$ cat config.mk
export PLATFORM = sky130hd
export DESIGN_NAME = frp_top
export DESIGN_NICKNAME = d
export VERILOG_FILES = /design/src/rtl/frp_pkg.sv /design/src/rtl/frp_table.sv /design/src/rtl/frp_match.sv /design/src/rtl/frp_pick.sv /design/src/rtl/frp_top.sv
export SDC_FILE = /design/constraint.sdc
export NUM_CORES = 2
export LEC_CHECK = 0
export BUFFER_PORTS_ARGS = -buffer_cell sky130_fd_sc_hd__clkbuf_2
export CAP_MARGIN = 15
export CORE_ASPECT_RATIO = 0.75
export CORE_MARGIN = 10
export CORE_UTILIZATION = 30
export DETAILED_ROUTE_END_ITERATION = 12
export PLACE_DENSITY_LB_ADDON = 0.2
export SLEW_MARGIN = 20
export SYNTH_ARGS = -nofsm -noshare
export SYNTH_HDL_FRONTEND = slang
export SYNTH_HIERARCHICAL = 1
export SYNTH_SLANG_ARGS = --single-unit
$ cat constraint.sdc
create_clock -name clk -period 3.2 [get_ports clk]
set_input_delay 0.64 -clock clk [delete_from_list [all_inputs] [get_ports clk]]
set_output_delay 0.64 -clock clk [all_outputs]
set_load 0.03 [all_outputs]
$ cat src/rtl/frp_pkg.sv
package frp_pkg;
    localparam int OFF_W = 6;

    typedef enum logic [1:0] {S_IDLE, S_PARSE, S_DONE} st_t;

    typedef struct packed {
        logic              en;
        logic              acc;
        logic              rej;
        logic              cont;
        logic [OFF_W-1:0]  off;
        logic [31:0]       mask;
        logic [31:0]       data;
    } rule_t;
endpackage

$ cat src/rtl/frp_table.sv
module frp_table
    import frp_pkg::*;
#(
    parameter int N_ENT     = 16,
    parameter int CHAN_W    = 3,
    parameter int MAX_WORDS = 16,
    localparam int IW       = $clog2(N_ENT)
) (
    input  logic              clk,
    input  logic              rst_n,
    input  logic              wr_ok,
    input  logic              we,
    input  logic [IW-1:0]     idx,
    input  rule_t             wr_rule,
    input  logic [CHAN_W-1:0] wr_chan,
    output rule_t             rules [N_ENT],
    output logic [CHAN_W-1:0] chans [N_ENT]
);
    logic legal;

    always_comb begin
        legal = we && wr_ok && (32'(idx) != N_ENT - 1)
                && (32'(wr_rule.off) < MAX_WORDS)
                && !(wr_rule.en && (wr_rule.acc == wr_rule.rej));
    end

    for (genvar i = 0; i < N_ENT - 1; i++) begin : g_slot
        always_ff @(posedge clk) begin
            if (!rst_n) begin
                rules[i] <= '0;
                chans[i] <= '0;
            end else if (legal && idx == IW'(i)) begin
                rules[i] <= wr_rule;
                chans[i] <= wr_chan;
            end
        end

        // nothing changes while parsing
        p_frozen_r8: assert property (@(posedge clk) disable iff (!rst_n)
            !wr_ok |=> $stable(rules[i]));
        // an enabled rule carries exactly one action
        p_one_action_r9: assert property (@(posedge clk) disable iff (!rst_n)
            rules[i].en |-> (rules[i].acc != rules[i].rej));
    end

    assign rules[N_ENT-1] = '{en: 1'b1, acc: 1'b1, rej: 1'b0, cont: 1'b0,
                              off: '0, mask: '0, data: '0};
    assign chans[N_ENT-1] = '0;
endmodule

$ cat src/rtl/frp_match.sv
module frp_match
    import frp_pkg::*;
#(
    parameter int N_ENT = 16
) (
    input  logic             clk,
    input  logic             rst_n,
    input  logic             start,
    input  logic             step,
    input  logic [OFF_W-1:0] widx,
    input  logic [31:0]      word,
    input  rule_t            rules [N_ENT],
    output logic [N_ENT-1:0] hit
);
    for (genvar i = 0; i < N_ENT; i++) begin : g_cmp
        logic seen_q, ok_q, here, same;

        always_comb begin
            here = (rules[i].off == widx);
            same = ((word ^ rules[i].data) & rules[i].mask) == 32'd0;
        end

        always_ff @(posedge clk) begin
            if (!rst_n) begin
                seen_q <= 1'b0;
                ok_q   <= 1'b0;
            end else if (start) begin
                seen_q <= here;
                ok_q   <= same;
            end else if (step && here) begin
                seen_q <= 1'b1;
                ok_q   <= same;
            end
        end

        assign hit[i] = seen_q && ok_q && rules[i].en;
    end

    // the catch-all slot matches every frame
    p_catch_all_r10: assert property (@(posedge clk) disable iff (!rst_n)
        start |=> hit[N_ENT-1]);
endmodule

$ cat src/rtl/frp_pick.sv
module frp_pick
    import frp_pkg::*;
#(
    parameter int N_ENT  = 16,
    parameter int CHAN_W = 3
) (
    input  rule_t             rules [N_ENT],
    input  logic [CHAN_W-1:0] chans [N_ENT],
    input  logic [N_ENT-1:0]  hit,
    output logic              acc,
    output logic [CHAN_W-1:0] chan
);
    logic [N_ENT-1:0] fires;

    for (genvar i = 0; i < N_ENT; i++) begin : g_fire
        if (i < N_ENT - 1) begin : g_pair
            assign fires[i] = hit[i] && !rules[i].cont &&
                (!(rules[i+1].en && rules[i+1].cont) || hit[i+1]);
        end else begin : g_tail
            assign fires[i] = hit[i] && !rules[i].cont;
        end
    end

    always_comb begin
        acc  = 1'b1;
        chan = '0;
        for (int i = N_ENT - 1; i >= 0; i--) begin
            if (fires[i]) begin
                acc  = rules[i].acc;
                chan = chans[i];
            end
        end
    end
endmodule

$ cat src/rtl/frp_top.sv
module frp_top
    import frp_pkg::*;
#(
    parameter int N_ENT      = 16,
    parameter int CHAN_W     = 3,
    parameter int DEPTH_CODE = 0,
    localparam int IW        = $clog2(N_ENT),
    localparam int MAX_WORDS = 16 << DEPTH_CODE
) (
    input  logic              clk,
    input  logic              rst_n,
    input  logic              in_vld,
    input  logic              in_sof,
    input  logic              in_eof,
    input  logic [31:0]       in_word,
    input  logic              cfg_we,
    input  logic [IW-1:0]     cfg_idx,
    input  logic              cfg_en,
    input  logic [OFF_W-1:0]  cfg_off,
    input  logic [31:0]       cfg_mask,
    input  logic [31:0]       cfg_data,
    input  logic              cfg_acc,
    input  logic              cfg_rej,
    input  logic              cfg_cont,
    input  logic [CHAN_W-1:0] cfg_chan,
    output logic              dec_vld,
    output logic              dec_acc,
    output logic [CHAN_W-1:0] dec_chan
);
    st_t               state_q, state_d;
    logic [OFF_W-1:0]  widx_q;
    logic              start, step, at_limit;
    logic [OFF_W-1:0]  cur_idx;
    rule_t             wr_rule;
    rule_t             rules [N_ENT];
    logic [CHAN_W-1:0] chans [N_ENT];
    logic [N_ENT-1:0]  hit;
    logic              pick_acc;
    logic [CHAN_W-1:0] pick_chan;

    assign start    = (state_q == S_IDLE) && in_vld && in_sof;
    assign step     = (state_q == S_PARSE) && in_vld;
    assign at_limit = (32'(widx_q) == MAX_WORDS - 1);
    assign cur_idx  = start ? '0 : widx_q;
    assign wr_rule  = '{en: cfg_en, acc: cfg_acc, rej: cfg_rej, cont: cfg_cont,
                        off: cfg_off, mask: cfg_mask, data: cfg_data};

    always_comb begin
        state_d = state_q;
        unique case (state_q)
            S_IDLE:  if (start) state_d = (in_eof || MAX_WORDS == 1) ? S_DONE : S_PARSE;
            S_PARSE: if (step && (in_eof || at_limit)) state_d = S_DONE;
            S_DONE:  state_d = S_IDLE;
            default: state_d = S_IDLE;
        endcase
    end

    always_ff @(posedge clk) begin
        if (!rst_n) begin
            state_q <= S_IDLE;
            widx_q  <= '0;
        end else begin
            state_q <= state_d;
            if (start)     widx_q <= OFF_W'(1);
            else if (step) widx_q <= widx_q + OFF_W'(1);
        end
    end

    always_comb begin
        dec_vld  = (state_q == S_DONE);
        dec_acc  = dec_vld && pick_acc;
        dec_chan = dec_vld ? pick_chan : '0;
    end

    frp_table #(.N_ENT(N_ENT), .CHAN_W(CHAN_W), .MAX_WORDS(MAX_WORDS)) u_table (
        .clk(clk), .rst_n(rst_n), .wr_ok(state_q == S_IDLE), .we(cfg_we),
        .idx(cfg_idx), .wr_rule(wr_rule), .wr_chan(cfg_chan),
        .rules(rules), .chans(chans));

    frp_match #(.N_ENT(N_ENT)) u_match (
        .clk(clk), .rst_n(rst_n), .start(start), .step(step), .widx(cur_idx),
        .word(in_word), .rules(rules), .hit(hit));

    frp_pick #(.N_ENT(N_ENT), .CHAN_W(CHAN_W)) u_pick (
        .rules(rules), .chans(chans), .hit(hit), .acc(pick_acc), .chan(pick_chan));

    // decision is a single-cycle pulse
    p_pulse_r7: assert property (@(posedge clk) disable iff (!rst_n)
        dec_vld |=> !dec_vld);
    // end beat is followed by the decision
    p_eof_done_r7: assert property (@(posedge clk) disable iff (!rst_n)
        (step && in_eof) |=> dec_vld);
    // depth limit forces the decision
    p_limit_r7: assert property (@(posedge clk) disable iff (!rst_n)
        (step && at_limit) |=> dec_vld);
endmodule

Word-level counts from Yosys, hierarchy flattened
Index checks and enable logic that the tools add are counted.
Operators by class
  add/sub/neg operators: 1
  order comparisons: 1
  reduce and logical (&&, ||, !) cells: 193
  muxes and demuxes: 98
  equality and inequality tests: 36
  bitwise gates (word level): 31
Operator list (number)
  AND 32 bit: 15
  logical NOT 32 bit: 15
  XOR 32 bit: 15
  logical AND 1 bit: 113
  == test 6 bit: 15
  2-to-1 mux 1 bit: 77
  2-to-1 mux 3 bit: 16
  nonzero test 2 bit: 16
  logical NOT 1 bit: 30
  == test 4 bit (second input constant): 7
  == test 4 x 3 -> 1 bit (second input constant): 4
  logical OR 1 bit: 15
  == test 4 x 2 -> 1 bit (second input constant): 2
  adder 6 x 1 -> 6 bit (second input constant): 1
  == test 6 x 4 -> 1 bit (second input constant): 1
  < comparator 6 x 5 -> 1 bit (second input constant): 1
  2-to-1 mux 2 bit: 3
  2-to-1 mux 6 bit: 1
  == test 4 x 1 -> 1 bit (second input constant): 1
  logical NOT 4 bit: 1
  != test 4 bit (second input constant): 1
  case mux 2 bit (2 select lines): 1
  == test 2 x 1 -> 1 bit (second input constant): 1
  == test 2 bit (second input constant): 1
  other kinds (7): 7
Word-level totals
  logic and storage cells: 498
  register bits: 1178

Logic depth before layout (Yosys ltp)
  word-level depth: 19
  depth in mapped cells: 10

By module
Netlist, hierarchy kept.
By module, submodules not included
  frp_table: area an instance 41562.4 um^2, seq. area each 23122.2 um^2, cells each 3969, times used 1
  frp_match: area an instance 10029.6 um^2, seq. area each 640.6 um^2, cells each 1211, times used 1
  frp_pick: area an instance 949.7 um^2, seq. area each 0.0 um^2, cells each 149, times used 1
  frp_top: area an instance 479.2 um^2, seq. area each 160.2 um^2, cells each 56, times used 1

Least setup slack after synthesis
Ideal clock, no wire load.
  path kind: flip-flop to output port
  start: register, netlist name u_table/rules[517]
  end: output dec_acc
  data required time: 2.560 ns
  arrival time: 1.990 ns
  path slack: 0.570 ns
  stages on the path, launching flop included: 9
  path through: dfxtp_1 -> and3_1 -> nand3b_4 -> nand3b_2 -> nand2_2 -> or4_1 -> o221ai_1 -> o2bb2ai_1 -> and2_1
Between the ends
  cells in the longest elaborated chain, start to end: 14
  elaborated cells on any way between the ends: 18
  classes of those cells: mux (10); reduce/logical (8)
RTL lines
  logical AND 1 bit (*): line frp_match.sv:36  | assign hit[i] = seen_q && ok_q && rules[i].en;
  via hit[9]: line frp_top.sv:37  | logic [N_ENT-1:0] hit;
  logical AND 1 bit (2 in series): line frp_pick.sv:17  | assign fires[i] = hit[i] && !rules[i].cont &&
  2-to-1 mux 1 bit: line frp_pick.sv:28  | if (fires[i]) begin
  2-to-1 mux 1 bit (*) (9 in series): line frp_pick.sv:28
  via pick_acc: line frp_top.sv:38  | logic pick_acc;
  logical AND 1 bit (*): line frp_top.sv:71  | dec_acc = dec_vld && pick_acc;
  to (decl): line frp_top.sv:27  | output logic dec_acc,
The timed path passes the listed nets; every way through them passes the cells marked *.

Final worst setup path
  start: register u_match.g_cmp[6].ok_q
  end: output dec_chan[2]
Between the ends
  cells in the longest elaborated chain, start to end: 12
  elaborated cells on any way between the ends: 14
  classes of those cells: mux (8); reduce/logical (6)
RTL lines
  from (decl): line frp_match.sv:16  | logic seen_q, ok_q, here, same;
  from (signal assigned): line frp_match.sv:29  | ok_q <= same;
  from (signal assigned): line frp_match.sv:32  | ok_q <= same;
  logical AND 1 bit (*) (2 in series): line frp_match.sv:36
  via hit[6]: line frp_top.sv:37
  logical AND 1 bit (2 in series): line frp_pick.sv:17
  2-to-1 mux 3 bit: line frp_pick.sv:28
  2-to-1 mux 3 bit (*) (6 in series): line frp_pick.sv:28
  via pick_chan[2]: line frp_top.sv:39  | logic [CHAN_W-1:0] pick_chan;
  2-to-1 mux 3 bit (*): line frp_top.sv:72  | dec_chan = dec_vld ? pick_chan : '0;
  to (decl): line frp_top.sv:28  | output logic [CHAN_W-1:0] dec_chan
Marks and branches as above.

==> flow_metrics.py <==
metrics = {
    "detailed_routing": {
        "vias": 37555,
        "routed_wl_um": 177000,
        "viasPerCell": 4.82,
        "drcViolationCount": 0,
        "antenna_left": 0,
        "drt_iter0_drc": 2870,
        "post_drt_wl_per_cell_um": 22.8,
        "drt_first_pass_iters": 5,
    },
    "cells_and_area": {
        "layout.nets": 5529,
        "final_common_cell": "nand2_1",
        "final_cell_mix": "nand2_1, dfxtp_1, mux2i_1",
        "final_area_um2": 60700,
        "final_cells": 7790,
        "final_core_util_pct": 35.1,
        "area_delta_synth_final_pct": 15.7,
        "layout-drive-gt1-share_pct": 12.6,
    },
    "power": {
        "p_per_area_nw_per_um2": 524,
        "p_seq_share_pct": 46.6,
        "pwr-share-comb_pct": 6.4,
        "swShare_pct": 24.5,
        "ir_worst_vdd_uv": 484,
        "p_leak_nw": 27.1,
        "power.total_mw": 31.8,
        "p_clk_share_pct": 47.0,
        "netSwitchingPower_mw": 7.78,
        "power.internal_mw": 24.0,
    },
    "timing": {
        "slew_viol_final": 0,
        "fin_skew_ns": 0.0346,
        "tightest_slew_ns": 0.966,
        "fin_setup_tns_ns": -0.930,
        "slew_headroom_pct": 35.4,
        "setup_viol": 4,
        "hold-worst-slack_ns": 0.124,
        "hold_violations": 0,
        "rsz0062_at_grt": "yes",
        "max_freq_mhz": 288,
        "period_needed_ns": 3.47,
        "fin_ws_ns": -0.273,
        "layout_worst_path_cycle_share_pct": 109,
    },
    "min_path": {
        "whs_endpoint": "state_q[0]",
        "worstHoldStart": "in_eof",
        "whs_path_depth": 2,
        "min-delay-path-class": "in2reg",
    },
    "yosys": {
        "synth_cells": 5337,
        "yosysWarnings": 6,
        "netlist_area_um2": 52500,
        "syn_area_per_cell_um2": 9.84,
    },
    "critical_path": {
        "reg2reg_depth": 8,
        "cp_top_family": "compound AO/OA/AOI/OAI gates",
        "critPathMaxFanout": 3,
        "reg2reg_to": "u_match/g_cmp[1].ok_q",
        "required_ns": 2.56,
        "slowest_stage": "dfxtp_2",
        "path_class": "reg2out",
        "cp_slowest_stage_delay_ns": 0.34,
        "path_common_cell": "nand3b_1",
        "rr_startpoint": "state_q[0]",
        "cp_num_cells": 9,
        "worst-r2r-setup-slack_ns": 0.69,
        "cp_cell_sequence": "and3_4 > nand3b_1 > nand3b_1 > o21ai_2 > a211oi_2 > o2111ai_2 > a31oi_2 > and2_1 > buf_6",
        "startpoint_type": "register",
        "cp-end-kind": "output pin",
        "worstPathArrival_ns": 2.83,
        "crit_buf_inv": 1,
    },
    "cts": {
        "cts_max_level": 3,
        "clkSlewWorstSetupHoldPaths_ns": 0.07,
        "clock_latency_ns": 0.75,
        "cts_buffer_depth": 3,
        "cts_buffers": 116,
        "cts_tree": "yes",
        "clock-sinks": 1180,
        "clockRootBuffer": "clkbuf_16",
    },
    "placement": {
        "post-place-ws_ns": 0.142,
        "dp_cells": 7550,
        "post-dp-hpwl_um": 116000,
        "port-buffer-count": 123,
        "routabilityCongestion": 0.814,
        "postPlaceCellArea_um2": 56100,
    },
    "die": {
        "fp-row-count": 132,
        "start_util_pct": 30.3,
        "design.core.area_um2": 173000,
        "die_area_um2": 192000,
        "die_w_um": 503,
        "io_pins": 124,
        "die_h_um": 382,
    },
    "global_route": {
        "track_usage_pct": 17.8,
        "gr-total-overflow": 0,
        "grt_first_pass_wirelength_um": 259000,
        "grt_max_degree": 129,
        "grt_pass1_vias": 36853,
        "antenna_found_initial": 14,
    },
    "status": {
        "status": "complete, but fails checks",
        "violations": "negative setup slack",
    },
    "flow_run": {
        "drv_cap": 0,
    },
}
## routing by layer
layer  up-vias  wire, um  share of wire [%]  global-route usage, %
met5         -        46              0.026                      0
met4         6      3020                1.7                   3.09
met3       194      7080                4.0                   2.50
met2       647     78000                 44                   27.8
met1     18656     89300                 50                   26.1
li1      18052         -                  -                      -
## power by group through the flow
stage	Clock, mW	Combinational, mW	Sequential, mW
after global placement	0	2.02	15.1
after CTS	15.3	2.03	14.8
after floorplan	0	1.18	15.1
after detailed placement	0	2.02	15.1
after global routing	15.9	2.15	14.8
final	15.0	2.04	14.8
## sequential cells by signal, summed over array words and instances, names as in the netlist
name	cells
u_match/g_cmp.ok_q	16
u_match/g_cmp.seen_q	16
u_table/rules	1095
state_q	2
u_table/chans	45
widx_q	6
## timing repair
action                     CTS  global route
hold endpoints to repair     0             0
setup buffers               14             5
pin swaps                   16            15
gates resized for setup     62            32
setup endpoints to repair    4             4
hold buffers                 0             0
## worst max path at each step
stage,from,end,slack (ns)
3_5_place_dp,u_table/rules[887],dec_chan[2],0.14
4_1_cts,u_match/g_cmp[6].ok_q,dec_chan[1],-0.28
5_1_grt,u_table/rules[739],dec_chan[2],-0.34
2_1_floorplan,u_table/rules[517],dec_acc,0.57
6_report,u_match/g_cmp[6].ok_q,dec_chan[2],-0.27
3_3_place_gp,u_table/rules[887],dec_chan[2],0.16
## cell type report
class                      instances  area, um^2
antenna                            4        10.0
clock inverter                    43         618
clock buffer                     174        3510
inverter                          18        67.6
fill                           17401      113000
multi-input combinational       3709       26700
sequential                      1180       23600
tap                             2278        2850
timing repair buffer             384        3310
(Power assumes the default switching activity.)
